## src/rtl/la_cap_pkg.sv

```systemverilog
// Shared types for the capture engine: state encoding, reduction
// operators, lane roles and control-word bit positions.
package la_cap_pkg;
    typedef enum logic [2:0] {
        ST_IDLE    = 3'd0,
        ST_ARMED   = 3'd1,
        ST_COUNT   = 3'd2,
        ST_CAPTURE = 3'd3,
        ST_DONE    = 3'd4
    } cap_state_t;

    typedef enum logic [1:0] {
        RED_AND  = 2'd0,
        RED_OR   = 2'd1,
        RED_NAND = 2'd2,
        RED_NOR  = 2'd3
    } red_op_t;

    localparam logic [1:0] ROLE_BOTH = 2'd0;
    localparam logic [1:0] ROLE_DATA = 2'd1;
    localparam logic [1:0] ROLE_TRIG = 2'd2;

    localparam int CTRL_ARM   = 0;
    localparam int CTRL_OP_LO = 1;
    localparam int CTRL_SRC   = 3;
    localparam int CTRL_EXT   = 4;
endpackage

```

## src/rtl/la_probe_eval.sv

```systemverilog
// Per-lane compare and global reduction.
// Assumes: the configuration inputs are stable registers.
// Produces the combined trigger condition, and the sample word with
// trigger-only lanes forced to zero.
module la_probe_eval
    import la_cap_pkg::*;
#(
    parameter int NPROBE = 4,
    parameter int PW     = 8,
    localparam int SW    = NPROBE * PW
) (
    input  logic [SW-1:0]       probe_bus,
    input  logic [SW-1:0]       cmp_val,
    input  logic [NPROBE-1:0]   trig_en,
    input  logic [2*NPROBE-1:0] role,
    input  red_op_t             op,
    output logic                cond,
    output logic [SW-1:0]       sample
);
    logic [NPROBE-1:0] hit;
    logic [NPROBE-1:0] use_t;

    for (genvar i = 0; i < NPROBE; i++) begin : g_lane
        assign hit[i]   = (probe_bus[i*PW +: PW] == cmp_val[i*PW +: PW]);
        assign use_t[i] = trig_en[i] && (role[2*i +: 2] != ROLE_DATA);
        assign sample[i*PW +: PW] = (role[2*i +: 2] == ROLE_TRIG) ? '0 : probe_bus[i*PW +: PW];
    end

    logic all_ok, any_ok;

    // Reduce the enabled lane hits with the selected operator.
    always_comb begin
        all_ok = &(hit | ~use_t);
        any_ok = |(hit & use_t);
        unique case (op)
            RED_AND:  cond = all_ok;
            RED_OR:   cond = any_ok;
            RED_NAND: cond = ~all_ok;
            default:  cond = ~any_ok;
        endcase
    end
endmodule

```

## src/rtl/la_trig_link.sv

```systemverilog
// Cascade trigger handshakes.
// Assumes: trig_in is already synchronous to clk.
// Pulses an acknowledge for each rising edge of trig_in. Holds trig_out
// from the selected event until the receiver acknowledges it.
module la_trig_link (
    input  logic clk,
    input  logic rst_n,
    input  logic trig_in,
    input  logic trig_out_ack,
    input  logic from_input,
    input  logic local_fire,
    output logic tin_rise,
    output logic trig_in_ack,
    output logic trig_out
);
    logic tin_q;
    logic out_evt;

    assign tin_rise = trig_in & ~tin_q;
    assign out_evt  = from_input ? tin_rise : local_fire;

    // Track the input level and acknowledge each new edge.
    always_ff @(posedge clk) begin
        if (!rst_n) begin
            tin_q       <= 1'b0;
            trig_in_ack <= 1'b0;
        end else begin
            tin_q       <= trig_in;
            trig_in_ack <= tin_rise;
        end
    end

    // Raise the output on an event and drop it once it is acknowledged.
    always_ff @(posedge clk) begin
        if (!rst_n)                      trig_out <= 1'b0;
        else if (trig_out && trig_out_ack) trig_out <= 1'b0;
        else if (out_evt)                trig_out <= 1'b1;
    end

    assert_ack_pulse_R9: assert property (@(posedge clk) disable iff (!rst_n)
        trig_in_ack |=> !trig_in_ack);
    assert_ack_follows_edge_R9: assert property (@(posedge clk) disable iff (!rst_n)
        (trig_in && !tin_q) |=> trig_in_ack);
    assert_out_hold_R10: assert property (@(posedge clk) disable iff (!rst_n)
        (trig_out && !trig_out_ack) |=> trig_out);
    assert_out_release_R10: assert property (@(posedge clk) disable iff (!rst_n)
        (trig_out && trig_out_ack) |=> !trig_out);
endmodule

```

## src/rtl/la_sample_buf.sv

```systemverilog
// Sample RAM with one write port and a registered read port.
// Assumes: DEPTH is a power of two. Words are read only after a full fill.
// The read port returns zero unless rd_en (the done state) is high.
module la_sample_buf #(
    parameter int SW    = 32,
    parameter int DEPTH = 16,
    localparam int AW   = $clog2(DEPTH)
) (
    input  logic          clk,
    input  logic          rst_n,
    input  logic          we,
    input  logic [AW-1:0] waddr,
    input  logic [SW-1:0] wdata,
    input  logic          rd_en,
    input  logic [AW-1:0] rd_addr,
    output logic [SW-1:0] rd_data
);
    logic [SW-1:0] mem [DEPTH];

    // Store one sample per write strobe.
    always_ff @(posedge clk) begin
        if (we) mem[waddr] <= wdata;
    end

    // Registered readback, gated by the done state.
    always_ff @(posedge clk) begin
        if (!rst_n)     rd_data <= '0;
        else if (rd_en) rd_data <= mem[rd_addr];
        else            rd_data <= '0;
    end

    assert_rd_zero_R8: assert property (@(posedge clk) disable iff (!rst_n)
        !rd_en |=> (rd_data == '0));
endmodule

```

## src/rtl/la_capture_engine.sv

```systemverilog
// Top of the trigger and capture engine.
// Assumes: the configuration port is synchronous to the sample clock, and
// DEPTH is a power of two.
// Holds the configuration, counts occurrences, sequences
// idle/armed/counting/capturing/done, and fills the sample buffer.
module la_capture_engine
    import la_cap_pkg::*;
#(
    parameter int NPROBE = 4,
    parameter int PW     = 8,
    parameter int DEPTH  = 16,
    parameter int CNTW   = 8,
    localparam int SW    = NPROBE * PW,
    localparam int AW    = $clog2(DEPTH),
    localparam int CAW   = $clog2(NPROBE + 2),
    localparam int CW    = (PW + 3 > CNTW) ? PW + 3 : CNTW
) (
    input  logic           clk,
    input  logic           rst_n,
    input  logic [SW-1:0]  probe_bus,
    input  logic           cfg_we,
    input  logic [CAW-1:0] cfg_addr,
    input  logic [CW-1:0]  cfg_wdata,
    input  logic [AW-1:0]  rd_addr,
    output logic [SW-1:0]  rd_data,
    output logic [2:0]     status,
    input  logic           trig_in,
    output logic           trig_in_ack,
    output logic           trig_out,
    input  logic           trig_out_ack
);
    cap_state_t          state;
    red_op_t             op;
    logic                out_src, ext_en;
    logic [CNTW-1:0]     target, cnt;
    logic [SW-1:0]       cmp_val;
    logic [NPROBE-1:0]   trig_en;
    logic [2*NPROBE-1:0] role;
    logic [AW-1:0]       wptr;
    logic                cond, cond_q, tin_rise, occ_evt, fire, arm;
    logic [SW-1:0]       sample;
    logic [CNTW:0]       eff_target, cnt_next;

    assign arm        = cfg_we && (cfg_addr == '0) && cfg_wdata[CTRL_ARM];
    assign eff_target = (target == '0) ? (CNTW+1)'(1) : {1'b0, target};
    assign cnt_next   = {1'b0, cnt} + (CNTW+1)'(1);
    assign occ_evt    = (cond && !cond_q) || (ext_en && tin_rise);
    assign fire       = occ_evt && (((state == ST_ARMED) && (eff_target == (CNTW+1)'(1))) ||
                                    ((state == ST_COUNT) && (cnt_next >= eff_target)));
    assign status     = state;

    // Configuration register writes.
    always_ff @(posedge clk) begin
        if (!rst_n) begin
            op      <= RED_AND;
            out_src <= 1'b0;
            ext_en  <= 1'b0;
            target  <= CNTW'(1);
            cmp_val <= '0;
            trig_en <= '0;
            role    <= '0;
        end else if (cfg_we) begin
            if (cfg_addr == '0) begin
                op      <= red_op_t'(cfg_wdata[CTRL_OP_LO +: 2]);
                out_src <= cfg_wdata[CTRL_SRC];
                ext_en  <= cfg_wdata[CTRL_EXT];
            end
            if (cfg_addr == CAW'(1)) target <= cfg_wdata[CNTW-1:0];
            for (int i = 0; i < NPROBE; i++) begin
                if (cfg_addr == CAW'(i + 2)) begin
                    cmp_val[i*PW +: PW] <= cfg_wdata[PW-1:0];
                    role[2*i +: 2]      <= cfg_wdata[PW +: 2];
                    trig_en[i]          <= cfg_wdata[PW+2];
                end
            end
        end
    end

    // Previous condition level, used for edge detection.
    always_ff @(posedge clk) begin
        if (!rst_n) cond_q <= 1'b0;
        else        cond_q <= cond;
    end

    // Capture sequencer with the occurrence counter and write pointer.
    always_ff @(posedge clk) begin
        if (!rst_n) begin
            state <= ST_IDLE;
            cnt   <= '0;
            wptr  <= '0;
        end else if (arm) begin
            state <= ST_ARMED;
            cnt   <= '0;
            wptr  <= '0;
        end else begin
            unique case (state)
                ST_ARMED, ST_COUNT: begin
                    if (fire)         state <= ST_CAPTURE;
                    else if (occ_evt) begin
                        state <= ST_COUNT;
                        cnt   <= cnt_next[CNTW-1:0];
                    end
                end
                ST_CAPTURE: begin
                    if (wptr == AW'(DEPTH - 1)) state <= ST_DONE;
                    wptr <= wptr + AW'(1);
                end
                default: ;
            endcase
        end
    end

    la_probe_eval #(.NPROBE(NPROBE), .PW(PW)) u_eval (
        .probe_bus(probe_bus), .cmp_val(cmp_val), .trig_en(trig_en),
        .role(role), .op(op), .cond(cond), .sample(sample)
    );

    la_trig_link u_link (
        .clk(clk), .rst_n(rst_n), .trig_in(trig_in), .trig_out_ack(trig_out_ack),
        .from_input(out_src), .local_fire(fire), .tin_rise(tin_rise),
        .trig_in_ack(trig_in_ack), .trig_out(trig_out)
    );

    la_sample_buf #(.SW(SW), .DEPTH(DEPTH)) u_buf (
        .clk(clk), .rst_n(rst_n), .we(state == ST_CAPTURE), .waddr(wptr),
        .wdata(sample), .rd_en(state == ST_DONE), .rd_addr(rd_addr), .rd_data(rd_data)
    );

    assert_arm_R2: assert property (@(posedge clk) disable iff (!rst_n)
        arm |=> (state == ST_ARMED));
    assert_wait_stable_R3: assert property (@(posedge clk) disable iff (!rst_n)
        ((state == ST_ARMED || state == ST_COUNT) && !occ_evt && !arm) |=> $stable(state));
    assert_count_below_target_R4: assert property (@(posedge clk) disable iff (!rst_n)
        (state == ST_COUNT) |-> ({1'b0, cnt} < eff_target));
    assert_done_hold_R7: assert property (@(posedge clk) disable iff (!rst_n)
        (state == ST_DONE && !arm) |=> (state == ST_DONE));
endmodule

```

## config.mk

```make
export PLATFORM = sky130hd
export DESIGN_NAME = la_capture_engine
export DESIGN_NICKNAME = d
export VERILOG_FILES = /design/src/rtl/la_cap_pkg.sv /design/src/rtl/la_probe_eval.sv /design/src/rtl/la_trig_link.sv /design/src/rtl/la_sample_buf.sv /design/src/rtl/la_capture_engine.sv
export SDC_FILE = /design/constraint.sdc
export NUM_CORES = 1
export LEC_CHECK = 0
export CORE_UTILIZATION = 45
export DETAILED_ROUTE_END_ITERATION = 6
export GPL_ROUTABILITY_DRIVEN = 0
export PLACE_DENSITY_LB_ADDON = 0.12
export SYNTH_ARGS = -nofsm -noshare
export SYNTH_HDL_FRONTEND = slang
export SYNTH_HIERARCHICAL = 1
export SYNTH_SLANG_ARGS = --single-unit
```

## constraint.sdc

```tcl
create_clock -name clk -period 9.6 [get_ports clk]
set_clock_uncertainty 0.1 [all_clocks]
set_input_delay 1.44 -clock clk [delete_from_list [all_inputs] [get_ports clk]]
set_output_delay 1.44 -clock clk [all_outputs]
set_load 0.02 [all_outputs]
```

==> results.md, run 1 <==
- Status: finished clean
- R2R Path End: cnt[5]$_SDFFE_PP0P_
- Internal reg-to-reg setup slack: around 6.2 ns
- Reg2reg path depth: 11
- TritonCTS clock tree: yes
- FP Rows: 85
- Power per standard cell area: 200 mW/mm^2
- RSZ-0062 raised after global routing: false
- Worst Hold Class: flop to flop
- First-pass GRT wire length: roughly 90 mm
- Post-DP HPWL: 33.0 mm
- Syn_area_per_cell: 15.9 um^2
- Number of global-route vias before repair: approximately 14,000
- Critical path fanouts, max: 6
- Hold path cells: 2
- Initial DRC Count: 1,098
- CTS Root Cell: clkbuf_16
- Met2 Use GR: 35.2%
- Syn Nets: 1,615
- Netlist Area Pre-Place: roughly 0.025 mm^2
- Busiest layer in global routing: met2
- Drt drc: 0
- Final setup vio count: 0
- Final period utilization: 46.3%
- Startpoint Class: input port
- Synth area leaders: edfxtp_1 62%, dfxtp_1 8.7%, mux2i_1 7.2%
- Worst-case vdd ir drop: ~0.12 mV
- Post-CTS Hold Buffers: 0
- Share of the synthesized area in the top cell type: a little over three fifths
- Antenna viol nets, final: 0
- Hold Path Sink: trig_en[2]$_SDFFE_PN0P_
- Crit-path most repeated cell: mux2i_1
- Distinct cells, synth: 60
- Final hold vios: 0
- DRT Pass-1 Iters: 5
- Post-detailed-route wirelength per cell: 24.7 um
- Via Count: 13,700
- Final setup TNS: 0 ns
- H-tree Lvls: 3
- Initial Util: 45.6%
- Ant diodes: 0
- Top Ports: 92
- Max transition margin: between 10% and 20%
- Dpl ws: ~4.5 ns
- Initial antenna violation count: 0
- Seq cells post-synth: 619
- Slowest cell on crit path: a2111oi_2
- Final wirelength: 59.4 mm
- Sink Count: 619
- Max-slew violation count: 0
- Yosys warning total: 6
- Critical path class: input port to flop
- Register area share after synthesis: between 70 and 80%
- RR Startpoint: cmp_val[30]$_SDFFE_PN0P_
- Inserted Clock Buffers: 66
- WP data arrival: approximately 4.9 ns
- Die X: 236 um
- Placeable Area: 0.0539 mm^2
- Kind of end point of the critical path: flop
- Data required time of the worst path: 10.01 ns
- EDFF count, synth: 512
- Worst stage delay on the critical path: 0.62 ns
- Setup ws final: 5.16 ns
- Crit path cell chain: clkdlybuf4s50_1 -> xor2_1 -> nor4_2 -> a21boi_1 -> nor4_1 -> mux2i_1 -> xnor2_1 -> nand2b_1 -> a2111oi_2 -> nand3_1 -> o32ai_1 -> mux2i_1
- Min-Delay Startpoint: trig_en[2]$_SDFFE_PN0P_
- Postcts setup bufs: 0
- Mapped Cells: 1,550
- Dominant synthesized flop cell: edfxtp_1
- Via density per instance: between 5 and 6
- Synth area leader: edfxtp_1
- Area delta synth->final: 15.4%
- Max-cap violations: 0
- Met1 usage: 29.7%
- Met3 Use GR: 3.29%
- Gr usage total: between 20% and 30%
- Die height: 236 um
- Transition time of the tightest slew-check pin: 1.26 ns
- Port Buffer Count: a little over 90
- Nets: 1,724
- Worst-path clk slew: 0.06 ns
- Share of layout cells above drive strength 1: 12.8%
- Area of the die: ~0.056 mm^2
- Leakage power: 0.00977 uW
- Min Tclk post-route: 4.44 ns
- Fmax: 225 MHz
- Asr flop ratio synth: 0%
- Clock Latency Late Sink: roughly 0.59 ns
- Clk buf depth: 3
- Total gr overflow: 0
- Pin count of the biggest net entering global routing: 79
- Post-CTS sizing: 0
-- through the flow --
| step | hold slack (ns) | util, % | total power [uW] | cell area (um^2) | instances |
|---|---|---|---|---|---|
| 2_1_floorplan | 0.332 | - | 3130 | 24600 | 1550 |
| 3_3_place_gp | 0.354 | 48.6 | 3210 | 26200 | 2287 |
| 3_5_place_dp | 0.361 | 48.6 | 3220 | 26200 | 2287 |
| 4_1_cts | 0.370 | 52.7 | 5740 | 28400 | 2406 |
| 5_1_grt | 0.401 | 52.7 | 5860 | 28400 | 2406 |
| 6_report | 0.367 | 52.7 | 5690 | 28400 | 2406 |
-- where the power goes --
part | switching, uW | internal (uW) | total (uW) | leakage (uW)
Clock | 1010 | 1520 | 2530 | 0.00106
Sequential | 4.62 | 2920 | 2920 | 0.00547
Combinational | 153 | 87.5 | 240 | 0.00323
Total | 1170 | 4520 | 5690 | 0.00977
-- synth_stat cells (all sizes together) (2+ instances only) --
cell,instances
nand3,44
o32ai,3
o31a,2
nor4,9
and2,38
xor2,36
and2b,2
o211ai,4
nor2b,8
clkbuf,42
o221ai,28
nand2b,16
inv,16
mux2,28
nand3b,3
buf,37
nand2,165
a21oi,35
a211oi,2
o21ai,3
o311a,2
nor2,21
mux2i,178
edfxtp,512
ha,10
xnor2,6
a22oi,67
or3,2
o31ai,2
dfxtp,107
o21bai,2
or2,4
mux4,32
o21a,3
a21boi,56
nand4,4
nor3,7
and3,6
-- cell usage in the layout (no fill, tap or decap), drive strengths merged, types with 7 or more instances in the layout --
master         instances
a22oi                 67
edfxtp               512
a21oi                 35
nor2                  21
o221ai                28
buf                   32
clkinv                14
xor2                  36
mux4                  32
nor2b                  8
mux2                  28
nor3                   7
clkbuf               101
nor4                   9
inv                   17
dfxtp                107
nand2b                16
nand2                165
nand3                 44
a21boi                56
mux2i                178
clkdlybuf4s50         88
and2                  38
ha                    10
-- how the worst max path moves through the flow --
| stage | to | slack, ns | cells past startpoint | startpoint |
|---|---|---|---|---|
| after CTS | cnt[5]$_SDFFE_PP0P_ | 5.15 | 12 | probe_bus[29] |
| after global placement | cnt[4]$_SDFFE_PP0P_ | 4.62 | 12 | probe_bus[7] |
| after floorplan | u_buf/mem[0][0]$_DFFE_PP_ | 5.33 | 4 | status[0]$_SDFFE_PN0P_ |
| after detailed placement | cnt[4]$_SDFFE_PP0P_ | 4.54 | 12 | probe_bus[29] |
| after global routing | cnt[4]$_SDFFE_PP0P_ | 4.83 | 12 | probe_bus[29] |
| final | cnt[5]$_SDFFE_PP0P_ | 5.16 | 12 | probe_bus[29] |
-- critical path, delay by kind of cell --
family / cells / cell delay, ns
simple gates: 4 / 1.08
mux: 2 / 0.37
compound gates: 3 / 1.12
xor+xnor: 2 / 0.39
buf+inv: 1 / 0.45
-- registers in the layout, indices dropped and copies added, names as in the netlist, 3 cells and up --
| signal | flops |
|---|---|
| wptr | 4 |
| u_buf/rd_data | 32 |
| trig_en | 4 |
| cnt | 8 |
| status | 3 |
| target | 8 |
| u_buf/mem | 512 |
| role | 8 |
| cmp_val | 32 |
-- layout make-up --
type                            instances  area [um^2]
Multi-Input combinational cell        836         6660
Sequential cell                       619        17500
Clock buffer                          101         2040
Timing Repair Buffer                  120         1120
Inverter                               16         60.1
Fill cell                            4377        25500
Clock inverter                         18          139
Tap cell                              696          871
-- kinds of logic (layout without fill, tap and decap cells) --
family,after synthesis,count (layout),share of synthesized area [%]
flip-flops,619,619,71.2
AND/OR/NAND/NOR,334,334,6.63
multiplexers,238,238,11.5
AO/OA/AOI/OAI,212,212,6.41
buffers and inverters,95,255,2.32
XOR/XNOR,42,42,1.49
adder cells (fa/ha/maj),10,10,0.508
-- routing by layer --
metal | vias up | share of wire (%)
li1 | 6159 | -
met1 | 7036 | 45
met2 | 380 | 48
met3 | 82 | 4.8
met4 | 0 | 2.1
met5 | - | 0
Note: power is estimated with default switching activity, not from simulation.
==> inputs of run 2 (changes only) <==
Clock period 9.6 ns to 3.6 ns, I/O delays scaled along.
==> results.md, run 2 (synthesized netlist as in run 1, its figures left out) <==
- Reg2reg path depth: 11
- Placed cell count: ~2,300
- Ant diodes: 0
- Clk buf depth: 3
- Post-detailed-route wirelength per cell: between 20 and 25 um
- Critical path fanouts, max: 8
- Largest regs: u_buf/mem (512), cmp_val (32), u_buf/rd_data (32)
- Initial Util: 45.6%
- Area of the die: 0.0556 mm^2
- Initial antenna violation count: 0
- Total power: 14,800 uW
- Final period utilization: 91.5%
- Critical path class: flop to flop
- WP data arrival: 3.67 ns
- Number of global-route vias before repair: between 10,000 and 15,000
- Leakage power: 0.00991 uW
- Worst-path clk slew: around 0.06 ns
- Max-slew violation count: 0
- Kind of end point of the critical path: flop
- Hold path cells: 2
- Status: finished clean
- Area delta synth->final: 16.8%
- Post-CTS Hold Buffers: 0
- CTS Root Cell: clkbuf_16
- Final cell count without fillers: ~2,500
- Die X: 236 um
- Initial DRC Count: 1,025
- Share of layout cells above drive strength 1: about 15%
- Transition time of the tightest slew-check pin: 0.736 ns
- Antenna viol nets, final: 0
- Total gr overflow: 0
- Die height: 236 um
- Nets: 1,770
- Most common cell after layout, fill and taps aside: edfxtp_1
- Final hold vios: 0
- Startpoint Class: flop
- Top reg by flops: u_buf/mem
- TritonCTS clock tree: yes
- FP Rows: 85
- Setup ws final: 0.305 ns
- RSZ-0062 raised after global routing: false
- Via density per instance: between 5 and 6
- Clock Latency Late Sink: 0.59 ns
- Dpl ws: -0.259 ns
- First-pass GRT wire length: 89.1 mm
- Fmax: 304 MHz
- Data required time of the worst path: 3.97 ns
- Max-cap violations: 0
- Drt drc: 0
- Filler Cell Count: 4,376
- Worst-case vdd ir drop: around 0.28 mV
- Top Ports: 92
- Worst Hold Class: flop to flop
- Postcts setup bufs: 0
- Hold Slack: 0.370 ns
- Final wirelength: 59.3 mm
- Post-CTS sizing: 0
- Final setup vio count: 0
- Placeable Area: roughly 0.054 mm^2
- Max FFs per register: 512
- Gr usage total: between 20% and 30%
- Port Buffer Count: 91
- DRT Pass-1 Iters: 5
- Max transition margin: 50.9%
- Post-DP HPWL: 34.0 mm
- Min Tclk post-route: 3.29 ns
- Commonest non-fill, non-tap cells in the layout: 512 x edfxtp_1, 178 x mux2i_1, 165 x nand2_1
- Power per standard cell area: between 500 and 600 mW/mm^2
- Inserted Clock Buffers: 66
- Pin count of the biggest net entering global routing: 64
- Via Count: 13,700
- H-tree Lvls: 3
- Sink Count: about 620
-- run 2: cell types whose count changed in the layout (fill, tap and decap cells not counted), moves of 2 or more --
cell | previous run | this run
clkbuf_16 | 76 | 68
bufinv_16 | 2 | 0
nor3_2 | 4 | 0
buf_12 | 0 | 12
nor3_4 | 0 | 4
clkinv_1 | 6 | 13
buf_4 | 29 | 63
clkbuf_8 | 4 | 8
clkinv_2 | 8 | 4
-- run 2: through the flow --
stage	cell area [um^2]	util, %	setup TNS [ns]
final	28700	53.3	0
after global routing	28700	53.3	0
after CTS	28700	53.3	0
after detailed placement	26800	49.6	-1.37
after global placement	26800	49.6	-1.03
after floorplan	24600	-	0
-- run 2: layout make-up --
cell class / instances / area (um^2) / area share [%]
Sequential cell: 619 / 17500 / 60.9
Multi-Input combinational cell: 836 / 6680 / 23.3
Clock buffer: 98 / 1890 / 6.59
Timing Repair Buffer: 166 / 1620 / 5.63
Tap cell: 696 / 871 / 3.03
Clock inverter: 20 / 101 / 0.353
Inverter: 16 / 60.1 / 0.209
-- run 2: worst paths after layout --
path / from / end / slack [ns]
max: cnt[0]$_SDFFE_PP0P_ / u_link/trig_out$_SDFFE_PP0P_ / 0.31
min: trig_en[2]$_SDFFE_PN0P_ / trig_en[2]$_SDFFE_PN0P_ / 0.37
max reg2reg: cnt[0]$_SDFFE_PP0P_ / u_link/trig_out$_SDFFE_PP0P_ / 0.31
min reg2reg: trig_en[2]$_SDFFE_PN0P_ / trig_en[2]$_SDFFE_PN0P_ / 0.37
-- run 2: report_power, final --
part           switching [uW]  total (uW)  internal (uW)  leakage (uW)
Combinational             414         685            271       0.00348
Clock                    2660        6300           3640      0.000969
Sequential               12.7        7790           7770       0.00547
-- run 2: worst max-delay path: stages (launching register included) --
cell and delay (ns):
dfxtp_1 0.42, ha_1 0.29, and3_1 0.21, and3_4 0.23, xor2_1 0.16, ha_1 0.26, nand3_1 0.16, o21bai_1 0.11
a311o_4 0.43, o311a_1 0.37, and2b_1 0.17, o311a_1 0.28
-- run 2: routing by layer --
metal	global-route usage, %	routed length (um)	up-vias
li1	-	-	6252
met1	29.7	26300	6962
met2	36.1	28800	360
met3	3.71	3240	80
met4	6.04	1050	0
met5	0	0	-
==> inputs of run 3 (changes only) <==
Settings changed: CORE_MARGIN set to 1.
==> results of run 3 <==
The final DEF is identical to that of run 2; final timing and power are the same.
